==> src/rtl/mbrd_pkg.sv <==
package mbrd_pkg;

    // Word that re-arms the event-level interrupt when written to the private window
    localparam logic [31:0] REARM_WORD = 32'h8000_0000;

    // Control flags of the token and quota engine
    typedef struct packed {
        logic started;    // first edge after reset has passed
        logic tok;        // token held
        logic tok_pulse;  // token hand-off pulse to the next board
        logic blk_done;   // quota of events delivered in this round
        logic berr_flag;  // sticky deliberate bus-error status
    } tok_ctl_t;

    // Control flags of the interrupt engine
    typedef struct packed {
        logic armed;
        logic irq;
    } irq_ctl_t;

endpackage

==> src/rtl/mbrd_decode.sv <==
module mbrd_decode #(
    parameter int AW = 24,
    parameter int OB = 8
) (
    input  logic [AW-1:0]    addr,
    input  logic [AW-1:0]    win_lo,
    input  logic [AW-1:0]    win_hi,
    input  logic [AW-OB-1:0] own_page,
    input  logic             mb_en,
    input  logic             own_en,
    input  logic             tok,
    output logic             sel_mb,
    output logic             sel_own
);
    logic above_lo;
    logic below_hi;

    always_comb begin
        above_lo = (addr >= win_lo);
        below_hi = (addr < win_hi);
        sel_mb   = mb_en & tok & above_lo & below_hi;
        sel_own  = own_en & (addr[AW-1:OB] == own_page);
    end
endmodule

==> src/rtl/mbrd_token.sv <==
module mbrd_token
    import mbrd_pkg::*;
#(
    parameter int CW = 16
) (
    input  logic          clk,
    input  logic          rst_n,
    input  logic          mb_en,
    input  logic          first,
    input  logic          last,
    input  logic          berr_en,
    input  logic [CW-1:0] quota,
    input  logic          rd,
    input  logic          sel_mb,
    input  logic          sel_own,
    input  logic          evt_last,
    input  logic          tok_in,
    input  logic          berr_in,
    input  logic          stat_rd,
    output logic          resp_en,
    output logic          berr_out,
    output logic          evt_sent,
    output logic          tok_held,
    output logic          tok_out,
    output logic          berr_flag
);
    typedef struct packed {
        tok_ctl_t      ctl;
        logic [CW-1:0] cnt;
    } tok_st_t;

    localparam tok_st_t RST_ST = '0;

    tok_st_t     st_q, st_d;
    logic        hit;
    logic        term_ok;
    logic [CW:0] cnt_inc;
    logic        quota_hit;

    always_comb begin
        hit       = sel_mb | sel_own;
        resp_en   = rd & hit & ~st_q.ctl.blk_done;
        term_ok   = berr_en & st_q.ctl.blk_done &
                    ((sel_own & ~mb_en) | (sel_mb & last));
        berr_out  = rd & term_ok;
        evt_sent  = resp_en & evt_last;
        cnt_inc   = {1'b0, st_q.cnt} + 1'b1;
        quota_hit = (cnt_inc >= {1'b0, quota});

        st_d = st_q;
        st_d.ctl.started   = 1'b1;
        st_d.ctl.tok_pulse = 1'b0;

        if (!st_q.ctl.started) begin
            st_d.ctl.tok = mb_en & first;
        end
        if (tok_in) begin
            st_d.ctl.tok = 1'b1;
        end

        if (evt_sent) begin
            st_d.cnt = cnt_inc[CW-1:0];
            if (quota_hit) begin
                if (mb_en & st_q.ctl.tok & ~last) begin
                    st_d.ctl.tok       = 1'b0;
                    st_d.ctl.tok_pulse = 1'b1;
                    st_d.cnt           = '0;
                end else begin
                    st_d.ctl.blk_done = 1'b1;
                end
            end
        end

        if (berr_in) begin
            st_d.cnt          = '0;
            st_d.ctl.blk_done = 1'b0;
            if (mb_en & first) begin
                st_d.ctl.tok = 1'b1;
            end
        end

        if (stat_rd) begin
            st_d.ctl.berr_flag = 1'b0;
        end
        if (berr_out) begin
            st_d.ctl.berr_flag = 1'b1;
        end
    end

    always_ff @(posedge clk or negedge rst_n) begin
        if (!rst_n) begin
            st_q <= RST_ST;
        end else begin
            st_q <= st_d;
        end
    end

    assign tok_held  = st_q.ctl.tok;
    assign tok_out   = st_q.ctl.tok_pulse;
    assign berr_flag = st_q.ctl.berr_flag;
endmodule

==> src/rtl/mbrd_level.sv <==
module mbrd_level
    import mbrd_pkg::*;
#(
    parameter int CW = 16
) (
    input  logic          clk,
    input  logic          rst_n,
    input  logic [CW-1:0] quota,
    input  logic          evt_stored,
    input  logic          evt_sent,
    input  logic          irq_en,
    input  logic          mb_en,
    input  logic          first,
    input  logic          rearm,
    output logic          level,
    output logic          irq
);
    typedef struct packed {
        irq_ctl_t      ctl;
        logic [CW-1:0] stored;
    } lvl_st_t;

    localparam lvl_st_t       RST_ST = '{ctl: '{armed: 1'b1, irq: 1'b0}, stored: '0};
    localparam logic [CW-1:0] ONE    = CW'(1);

    lvl_st_t       st_q, st_d;
    logic [CW-1:0] eff_quota;
    logic          allow;
    logic          fire;

    always_comb begin
        eff_quota = (quota == '0) ? ONE : quota;
        level     = (st_q.stored >= eff_quota);
        allow     = ~mb_en | first;
        fire      = st_q.ctl.armed & level & irq_en & allow;

        st_d = st_q;
        if (evt_stored & ~evt_sent & (st_q.stored != '1)) begin
            st_d.stored = st_q.stored + ONE;
        end else if (evt_sent & ~evt_stored & (st_q.stored != '0)) begin
            st_d.stored = st_q.stored - ONE;
        end

        st_d.ctl.irq = fire;
        if (rearm) begin
            st_d.ctl.armed = 1'b1;
        end
        if (fire) begin
            st_d.ctl.armed = 1'b0;
        end
    end

    always_ff @(posedge clk or negedge rst_n) begin
        if (!rst_n) begin
            st_q <= RST_ST;
        end else begin
            st_q <= st_d;
        end
    end

    assign irq = st_q.ctl.irq;
endmodule

==> src/rtl/mblk_rd_ctrl.sv <==
module mblk_rd_ctrl
    import mbrd_pkg::*;
#(
    parameter int AW = 24,
    parameter int OB = 8,
    parameter int CW = 16,
    parameter int DW = 32
) (
    input  logic             clk,
    input  logic             rst_n,
    input  logic             cfg_mb_en,
    input  logic             cfg_first,
    input  logic             cfg_last,
    input  logic             cfg_berr_en,
    input  logic             cfg_irq_en,
    input  logic             cfg_own_en,
    input  logic [AW-OB-1:0] cfg_own_page,
    input  logic [AW-1:0]    cfg_win_lo,
    input  logic [AW-1:0]    cfg_win_hi,
    input  logic [CW-1:0]    cfg_quota,
    input  logic [AW-1:0]    bus_addr,
    input  logic             bus_rd,
    input  logic             bus_wr,
    input  logic [DW-1:0]    bus_wdata,
    input  logic             evt_stored,
    input  logic             evt_last,
    input  logic             tok_in,
    input  logic             berr_in,
    input  logic             stat_rd,
    output logic             resp_en,
    output logic             berr_out,
    output logic             tok_out,
    output logic             irq,
    output logic             st_tok,
    output logic             st_berr,
    output logic             st_level
);
    localparam logic [DW-1:0] REARM = DW'(REARM_WORD);

    logic sel_mb;
    logic sel_own;
    logic evt_sent;
    logic rearm;

    mbrd_decode #(.AW(AW), .OB(OB)) u_dec (
        .addr     (bus_addr),
        .win_lo   (cfg_win_lo),
        .win_hi   (cfg_win_hi),
        .own_page (cfg_own_page),
        .mb_en    (cfg_mb_en),
        .own_en   (cfg_own_en),
        .tok      (st_tok),
        .sel_mb   (sel_mb),
        .sel_own  (sel_own)
    );

    mbrd_token #(.CW(CW)) u_tok (
        .clk       (clk),
        .rst_n     (rst_n),
        .mb_en     (cfg_mb_en),
        .first     (cfg_first),
        .last      (cfg_last),
        .berr_en   (cfg_berr_en),
        .quota     (cfg_quota),
        .rd        (bus_rd),
        .sel_mb    (sel_mb),
        .sel_own   (sel_own),
        .evt_last  (evt_last),
        .tok_in    (tok_in),
        .berr_in   (berr_in),
        .stat_rd   (stat_rd),
        .resp_en   (resp_en),
        .berr_out  (berr_out),
        .evt_sent  (evt_sent),
        .tok_held  (st_tok),
        .tok_out   (tok_out),
        .berr_flag (st_berr)
    );

    assign rearm = bus_wr & sel_own & (bus_wdata == REARM);

    mbrd_level #(.CW(CW)) u_lvl (
        .clk        (clk),
        .rst_n      (rst_n),
        .quota      (cfg_quota),
        .evt_stored (evt_stored),
        .evt_sent   (evt_sent),
        .irq_en     (cfg_irq_en),
        .mb_en      (cfg_mb_en),
        .first      (cfg_first),
        .rearm      (rearm),
        .level      (st_level),
        .irq        (irq)
    );
endmodule

==> config.mk <==
export PLATFORM = sky130hd
export DESIGN_NAME = mblk_rd_ctrl
export DESIGN_NICKNAME = d
export VERILOG_FILES = /design/src/rtl/mbrd_pkg.sv /design/src/rtl/mbrd_decode.sv /design/src/rtl/mbrd_token.sv /design/src/rtl/mbrd_level.sv /design/src/rtl/mblk_rd_ctrl.sv
export SDC_FILE = /design/constraint.sdc
export NUM_CORES = 1
export LEC_CHECK = 0
export ABC_CLOCK_PERIOD_IN_PS = 9600
export BUFFER_PORTS_ARGS = -buffer_cell sky130_fd_sc_hd__buf_2
export CAP_MARGIN = 10
export CORE_AREA = 4 4 84 164
export DETAILED_ROUTE_END_ITERATION = 16
export DIE_AREA = 0 0 88 168
export GPL_TIMING_DRIVEN = 0
export PLACE_DENSITY = 0.75
export SLEW_MARGIN = 40
export SYNTH_ARGS = -nofsm -noshare
export SYNTH_HDL_FRONTEND = slang
export SYNTH_SLANG_ARGS = --single-unit
==> constraint.sdc <==
create_clock -name clk -period 9.6 [get_ports clk]
set_input_delay 1.44 -clock clk [delete_from_list [all_inputs] [get_ports clk]]
set_output_delay 1.44 -clock clk [all_outputs]
set_load 0.01 [all_outputs]
## After elaboration in Yosys (flattened, before gate mapping)

Cells that the tools add are included.

- Add/subtract/negate cells: 3
- Order comparisons: 4
- Equal/unequal tests: 4
- Muxes and demuxes: 20
- Bitwise logic cells: 31
- Reductions and logical operators: 8

Operator list:

| kind | number |
|---|---|
| $mux 16 | 7 |
| $eq 32x32->1 const B | 1 |
| $ge 24x24->1 | 1 |
| $lt 24x24->1 | 1 |
| $and 1x1->1 | 23 |
| $add 16x1->17 const B | 1 |
| $ge 17x16->1 | 1 |
| $add 16x1->16 const B | 1 |
| $eq 16x16->1 | 1 |
| $ge 16x16->1 | 1 |
| $logic_not 16->1 | 1 |
| $ne 16x16->1 const B | 1 |
| $reduce_bool 16->1 | 1 |
| $sub 16x1->16 const B | 1 |
| $mux 1 | 10 |
| $reduce_bool 2->1 | 5 |
| $mux 3 | 2 |
| $not 1->1 | 5 |
| $or 1x1->1 | 3 |
| $reduce_and 3->1 | 1 |
| $mux 2 | 1 |
| $ne 2x2->1 const B | 1 |

- Flip-flop bits (word level): 39
- Bits of input ports: 151
- Output and inout bits: 7
- Word-level logic and storage cells: 79

## Depth between registers and ports, before layout

- Word-level depth: 11
- Depth in mapped cells: 22
- Mapped depth without buffers: 20

## Cells and area by module

Synthesis repeated with hierarchy kept, for this count alone.

- Cells, all modules: 619
- Area total of the unflattened synthesis: 5081.1 um^2

By module, submodules not included:

| module | times used | cells each | area each (um^2) | sequential area each (um^2) |
|---|---|---|---|---|
| mbrd_level | 1 | 208 | 1866.8 | 451.7 |
| mbrd_token | 1 | 208 | 1754.2 | 525.5 |
| mbrd_decode | 1 | 189 | 1356.3 | 0.0 |
| mblk_rd_ctrl | 1 | 14 | 103.8 | 0.0 |

## Least setup slack after synthesis

No wires, ideal clock.

- Kind: input-to-reg
- From: input cfg_win_lo[5]
- To: register u_lvl.st_q[14] (netlist name)
- Data arrival time: 5.729 ns
- Required time: 9.475 ns
- Setup slack: 3.746 ns
- Cell stages on the path: 22
- Path buffers: 2
- Cells stage by stage: inv_1 > ha_1 > or4_1 > a21oi_1 > o21ai_1 > a31oi_1 > a21oi_2 > a21oi_4 > or2_1 > buf_6 > buf_2 > nand2_1 > fa_1 > a21o_1 > a21oi_1 > o21ai_0 > a31oi_1 > o21ai_0 > a2111oi_0 > nor3_1 > xor2_1 > mux2_4

- Longest elaborated chain between the ends: 11

RTL lines:

| element | line | text |
|---|---|---|
| from (decl) | mblk_rd_ctrl.sv:18 | `input logic [AW-1:0] cfg_win_lo,` |
| $ge 24x24->1 (*) | mbrd_decode.sv:19 | `above_lo = (addr >= win_lo);` |
| $and 1x1->1 (*) (2 in a row) | mbrd_decode.sv:21 | `sel_mb = mb_en & tok & above_lo & below_hi;` |
| $or 1x1->1 (*) | mbrd_token.sv:41 | `hit = sel_mb \| sel_own;` |
| $and 1x1->1 (*) (2 in a row) | mbrd_token.sv:42 | `resp_en = rd & hit & ~st_q.ctl.blk_done;` |
| $and 1x1->1 (*) | mbrd_token.sv:46 | `evt_sent = resp_en & evt_last;` |
| $not 1->1 | mbrd_level.sv:38 | `if (evt_stored & ~evt_sent & (st_q.stored != '1)) begin` |
| $and 1x1->1 (2 in a row) | mbrd_level.sv:38 |  |
| $mux 16 / $reduce_bool 2->1 (equally long branches) | -- |  |
| to (signal assigned) | mbrd_level.sv:57 | `st_q <= st_d;` |
| to (decl) | mbrd_level.sv:26 | `lvl_st_t st_q, st_d;` |

Mark *: on every way between the ends. The rest lies on a longest branch, timed or not.
A chain may end at the register's enable or synchronous reset.

## Final worst setup path

- From: input bus_addr[7]
- To: register u_lvl.st_q[14] (netlist name)

- Longest elaborated chain between the ends: 11

RTL lines:

| element | line | text |
|---|---|---|
| from (decl) | mblk_rd_ctrl.sv:21 | `input logic [AW-1:0] bus_addr,` |
| $ge 24x24->1 | mbrd_decode.sv:19 |  |
| $and 1x1->1 | mbrd_decode.sv:21 |  |
| $and 1x1->1 (*) | mbrd_decode.sv:21 |  |
| $or 1x1->1 (*) | mbrd_token.sv:41 |  |
| $and 1x1->1 (*) (2 in a row) | mbrd_token.sv:42 |  |
| $and 1x1->1 (*) | mbrd_token.sv:46 |  |
| $not 1->1 | mbrd_level.sv:38 |  |
| $and 1x1->1 (2 in a row) | mbrd_level.sv:38 |  |
| $mux 16 / $reduce_bool 2->1 (equally long branches) | -- |  |

Marked as above.

==> impl_metrics.py <==
metrics = {
    "status": {
        "outcome": "finished clean",
    },
    "logic_synthesis": {
        "synth_top_area_share_pct": 23.96,
        "synth_cell_type_count": 62,
        "yosysWarnings": 0,
        "synthesis.area_mm2": 0.004908,
        "seq_area_frac_synth_pct": 19.91,
        "async_flop_share_pct": 100.0,
        "yosys-top-cells-count": "94 x ha_1, 86 x inv_1, 39 x a21oi_1",
        "syn_nets": 829,
        "synthMostInstantiatedCell": "ha_1",
        "synth_enable_flop_cells": 0,
        "synth_seq_cells": 39,
        "synth_top_area_cell": "ha_1",
        "synth_cells": 583,
        "synth_area_leaders": "ha_1 24%, dfrtp_1 19%, inv_1 6.6%",
        "ys_dominant_reg_cell": "dfrtp_1",
        "avgSynthCellArea_um2": 8.419,
    },
    "critical_path": {
        "timing.critical_path.buf_inv": 3,
        "cp-start-kind": "input pin",
        "arrival_ps": 6830,
        "cp_top_family": "compound AO/OA/AOI/OAI gates",
        "path_class": "input pin to flip-flop",
        "crit_top_cell": "o21ai_0",
        "path_max_fanout": 15,
        "crit_path_end_kind": "flip-flop",
        "critPathMaxStageDelay_ps": 570,
        "crit_slowest_cell": "fa_1",
        "path_cells": "buf_2 -> ha_1 -> nand2_1 -> o21ai_0 -> nand3_1 -> a31oi_1 -> o31ai_2 -> a21oi_4 -> or2_1 -> buf_6 -> buf_2 -> nand2_1 -> fa_1 -> a21o_1 -> a21oi_1 -> o21ai_0 -> a31oi_1 -> o21ai_0 -> a2111oi_0 -> nor3_1 -> xor2_1 -> mux2_4",
        "reg2reg_slack_ps": 4690,
        "crit_required_ps": 9770,
    },
    "drt": {
        "drt_iter0_drc": 111,
        "ant_nets": 0,
        "via_per_inst": 5.418,
        "first_pass_iters": 4,
        "drc": 0,
        "wl_per_cell_um": 16.25,
        "wl_mm": 14.55,
        "num_vias": 4849,
    },
    "die": {
        "core_mm2": 0.01255,
        "start_util_pct": 39.10,
        "die_y_um": 168,
        "rows": 58,
        "dieArea_mm2": 0.01478,
        "io_pins": 158,
        "die_w_um": 88,
    },
    "clock_network": {
        "numCtsBuffers": 5,
        "cts_max_path_buffers": 2,
        "clk_pin_slew_ps": 60,
        "cts.repair.resized": 0,
        "ctsHoldBuffers": 0,
        "cts_tree": "yes",
        "worstSkewPairLatency_ps": 290,
        "cts-root-buf": "clkbuf_16",
        "postCtsSetupBuffers": 0,
        "h-tree-depth": 2,
        "numClockSinks": 39,
    },
    "power_and_ir_drop": {
        "irDropWorstVdd_uv": 110.6,
        "total_leakage_power_uw": 0.003251,
        "p_per_area_mw_per_mm2": 151.4,
    },
    "sta": {
        "hold_violations": 0,
        "rsz0062_at_grt": "false",
        "maxClockFrequency_mhz": 150.3,
        "min_period_ps": 6654,
        "tns_ps": 0,
        "slew_headroom_pct": 53.34,
        "period_share_pct": 69.32,
        "max_slew.worst_pin.slew_ps": 693.4,
        "clock_skew_ps": 4.439,
        "drv_slew": 0,
        "fin_ws_ps": 2946,
        "finalSetupViolCount": 0,
    },
    "global_route": {
        "antenna_found_initial": 1,
        "grt-ovfl-total": 0,
        "grt_pass1_wl_mm": 22.51,
        "track_usage_pct": 19.56,
        "grt_max_degree": 40,
        "grt_pass1_vias": 5055,
    },
    "worst_hold_path": {
        "min_path_type": "flip-flop to flip-flop",
    },
    "layout": {
        "instances_no_fill": 895,
        "multi_input_area_mm2": 0.003545,
        "area_growth_pct": 22.41,
        "n_antenna_cell": 0,
        "fill_cells": 1250,
        "fin_area_mm2": 0.006008,
        "final_nets": 992,
        "final_util_pct": 47.86,
        "seq_area_um2": 977.2,
        "drive_above_1_share_pct": 25.91,
    },
    "flow_run": {
        "max_cap_violations": 0,
    },
    "place": {
        "placed_area_mm2": 0.005879,
        "gp_congestion": 0.8665,
        "dp_hpwl_mm": 12.65,
        "place_inst": 889,
        "place_ws_ps": 2568,
        "port-buffer-count": 156,
    },
}
## cells in the final DEF (no fill, tap or decap), types with 3 or more instances in the layout
cell type    n
and3_1       7
nor2_1      23
and4_1       3
mux2_4       9
o21ai_0     25
or3_1        6
mux2_2       5
o2bb2ai_1    7
clkbuf_1     4
buf_2      161
o211ai_1     3
xor2_1      14
nand4_1     14
inv_1       86
a21o_1      13
nand2_1     31
or3b_1       5
a31oi_1      4
o21a_1       4
a211oi_1     7
o22ai_1      9
nand2b_1     9
clkbuf_16    5
xnor2_1     30
ha_1        94
nor4_1      14
dfrtp_1     38
nand3_1     19
nor3_1       7
o31ai_1      3
a21oi_1     39
nor2b_1      5
## where the power goes
part | internal [uW] | total (uW) | leakage (uW) | switching [uW]
clock | 93.5 | 160 | 0.0000628 | 66.2
sequential | 203 | 262 | 0.000499 | 59.5
combinational | 259 | 488 | 0.00269 | 230
## per-layer routing
metal  wire (um)  GRT usage, %  vias to the layer above
met5           9             0                        -
met1        4759         17.75                     2228
met2        8290         37.84                      158
met4         909         13.09                        2
met3         576         2.595                       56
li1            -             -                     2405
## worst reg2reg max path: cells and delay by family (launching register included)
kind | cells | cell delay (ps)
mux | 1 | 260
flops | 1 | 370
fa+ha+maj | 1 | 400
xor+xnor | 1 | 160
compound gates | 10 | 2210
buf+inv | 2 | 370
simple gates | 4 | 1030
## per-stage QoR
step	hold slack [ps]	total power [uW]
after floorplan	489.5	619.8
after global placement	460.4	739.7
after detailed placement	476.5	754.9
after CTS	491.1	918.6
after global routing	530.1	985.0
final	483.1	909.9
## worst paths after layout
path,startpoint,end,cells after the start
max reg2reg,u_tok.tok_held,u_lvl.st_q[14],19
min,u_tok.berr_flag,u_tok.berr_flag,1
min reg2reg,u_tok.berr_flag,u_tok.berr_flag,1
max in group asynchronous,rst_n,u_lvl.st_q[17],1
min in group asynchronous,rst_n,u_tok.st_q[4],1
max,bus_addr[7],u_lvl.st_q[14],22
## logic make-up (layout without fill, tap and decap cells)
family | count (synthesis) | in the layout | synth area share [%]
DFF | 39 | 39 | 19.91
AOI/OAI and AO/OA | 135 | 135 | 17.89
muxes | 15 | 15 | 4.359
and+or+nand+nor | 157 | 157 | 17.66
adders and majority gates | 95 | 95 | 24.37
xor gates and xnor gates | 44 | 44 | 7.851
buffers and inverters | 97 | 259 | 7.877
other | 1 | 1 | 0.07640
## registers in the layout, summed over array words and instances, names as in the netlist
signal	flops
u_lvl.irq	1
u_lvl.st_q	17
u_tok.berr_flag	1
u_tok.st_q	18
u_tok.tok_held	1
u_tok.tok_out	1
## cell type report
type                    instances  area share [%]
plain buffers                  11           1.062
clock buffers                   6           2.145
inverters                      86           5.373
multi-input cells             447           59.00
flip-flops and latches         39           16.26
well taps                     150           3.124
repair buffers                156           13.04
No activity file was read; power rests on OpenSTA's default activity.
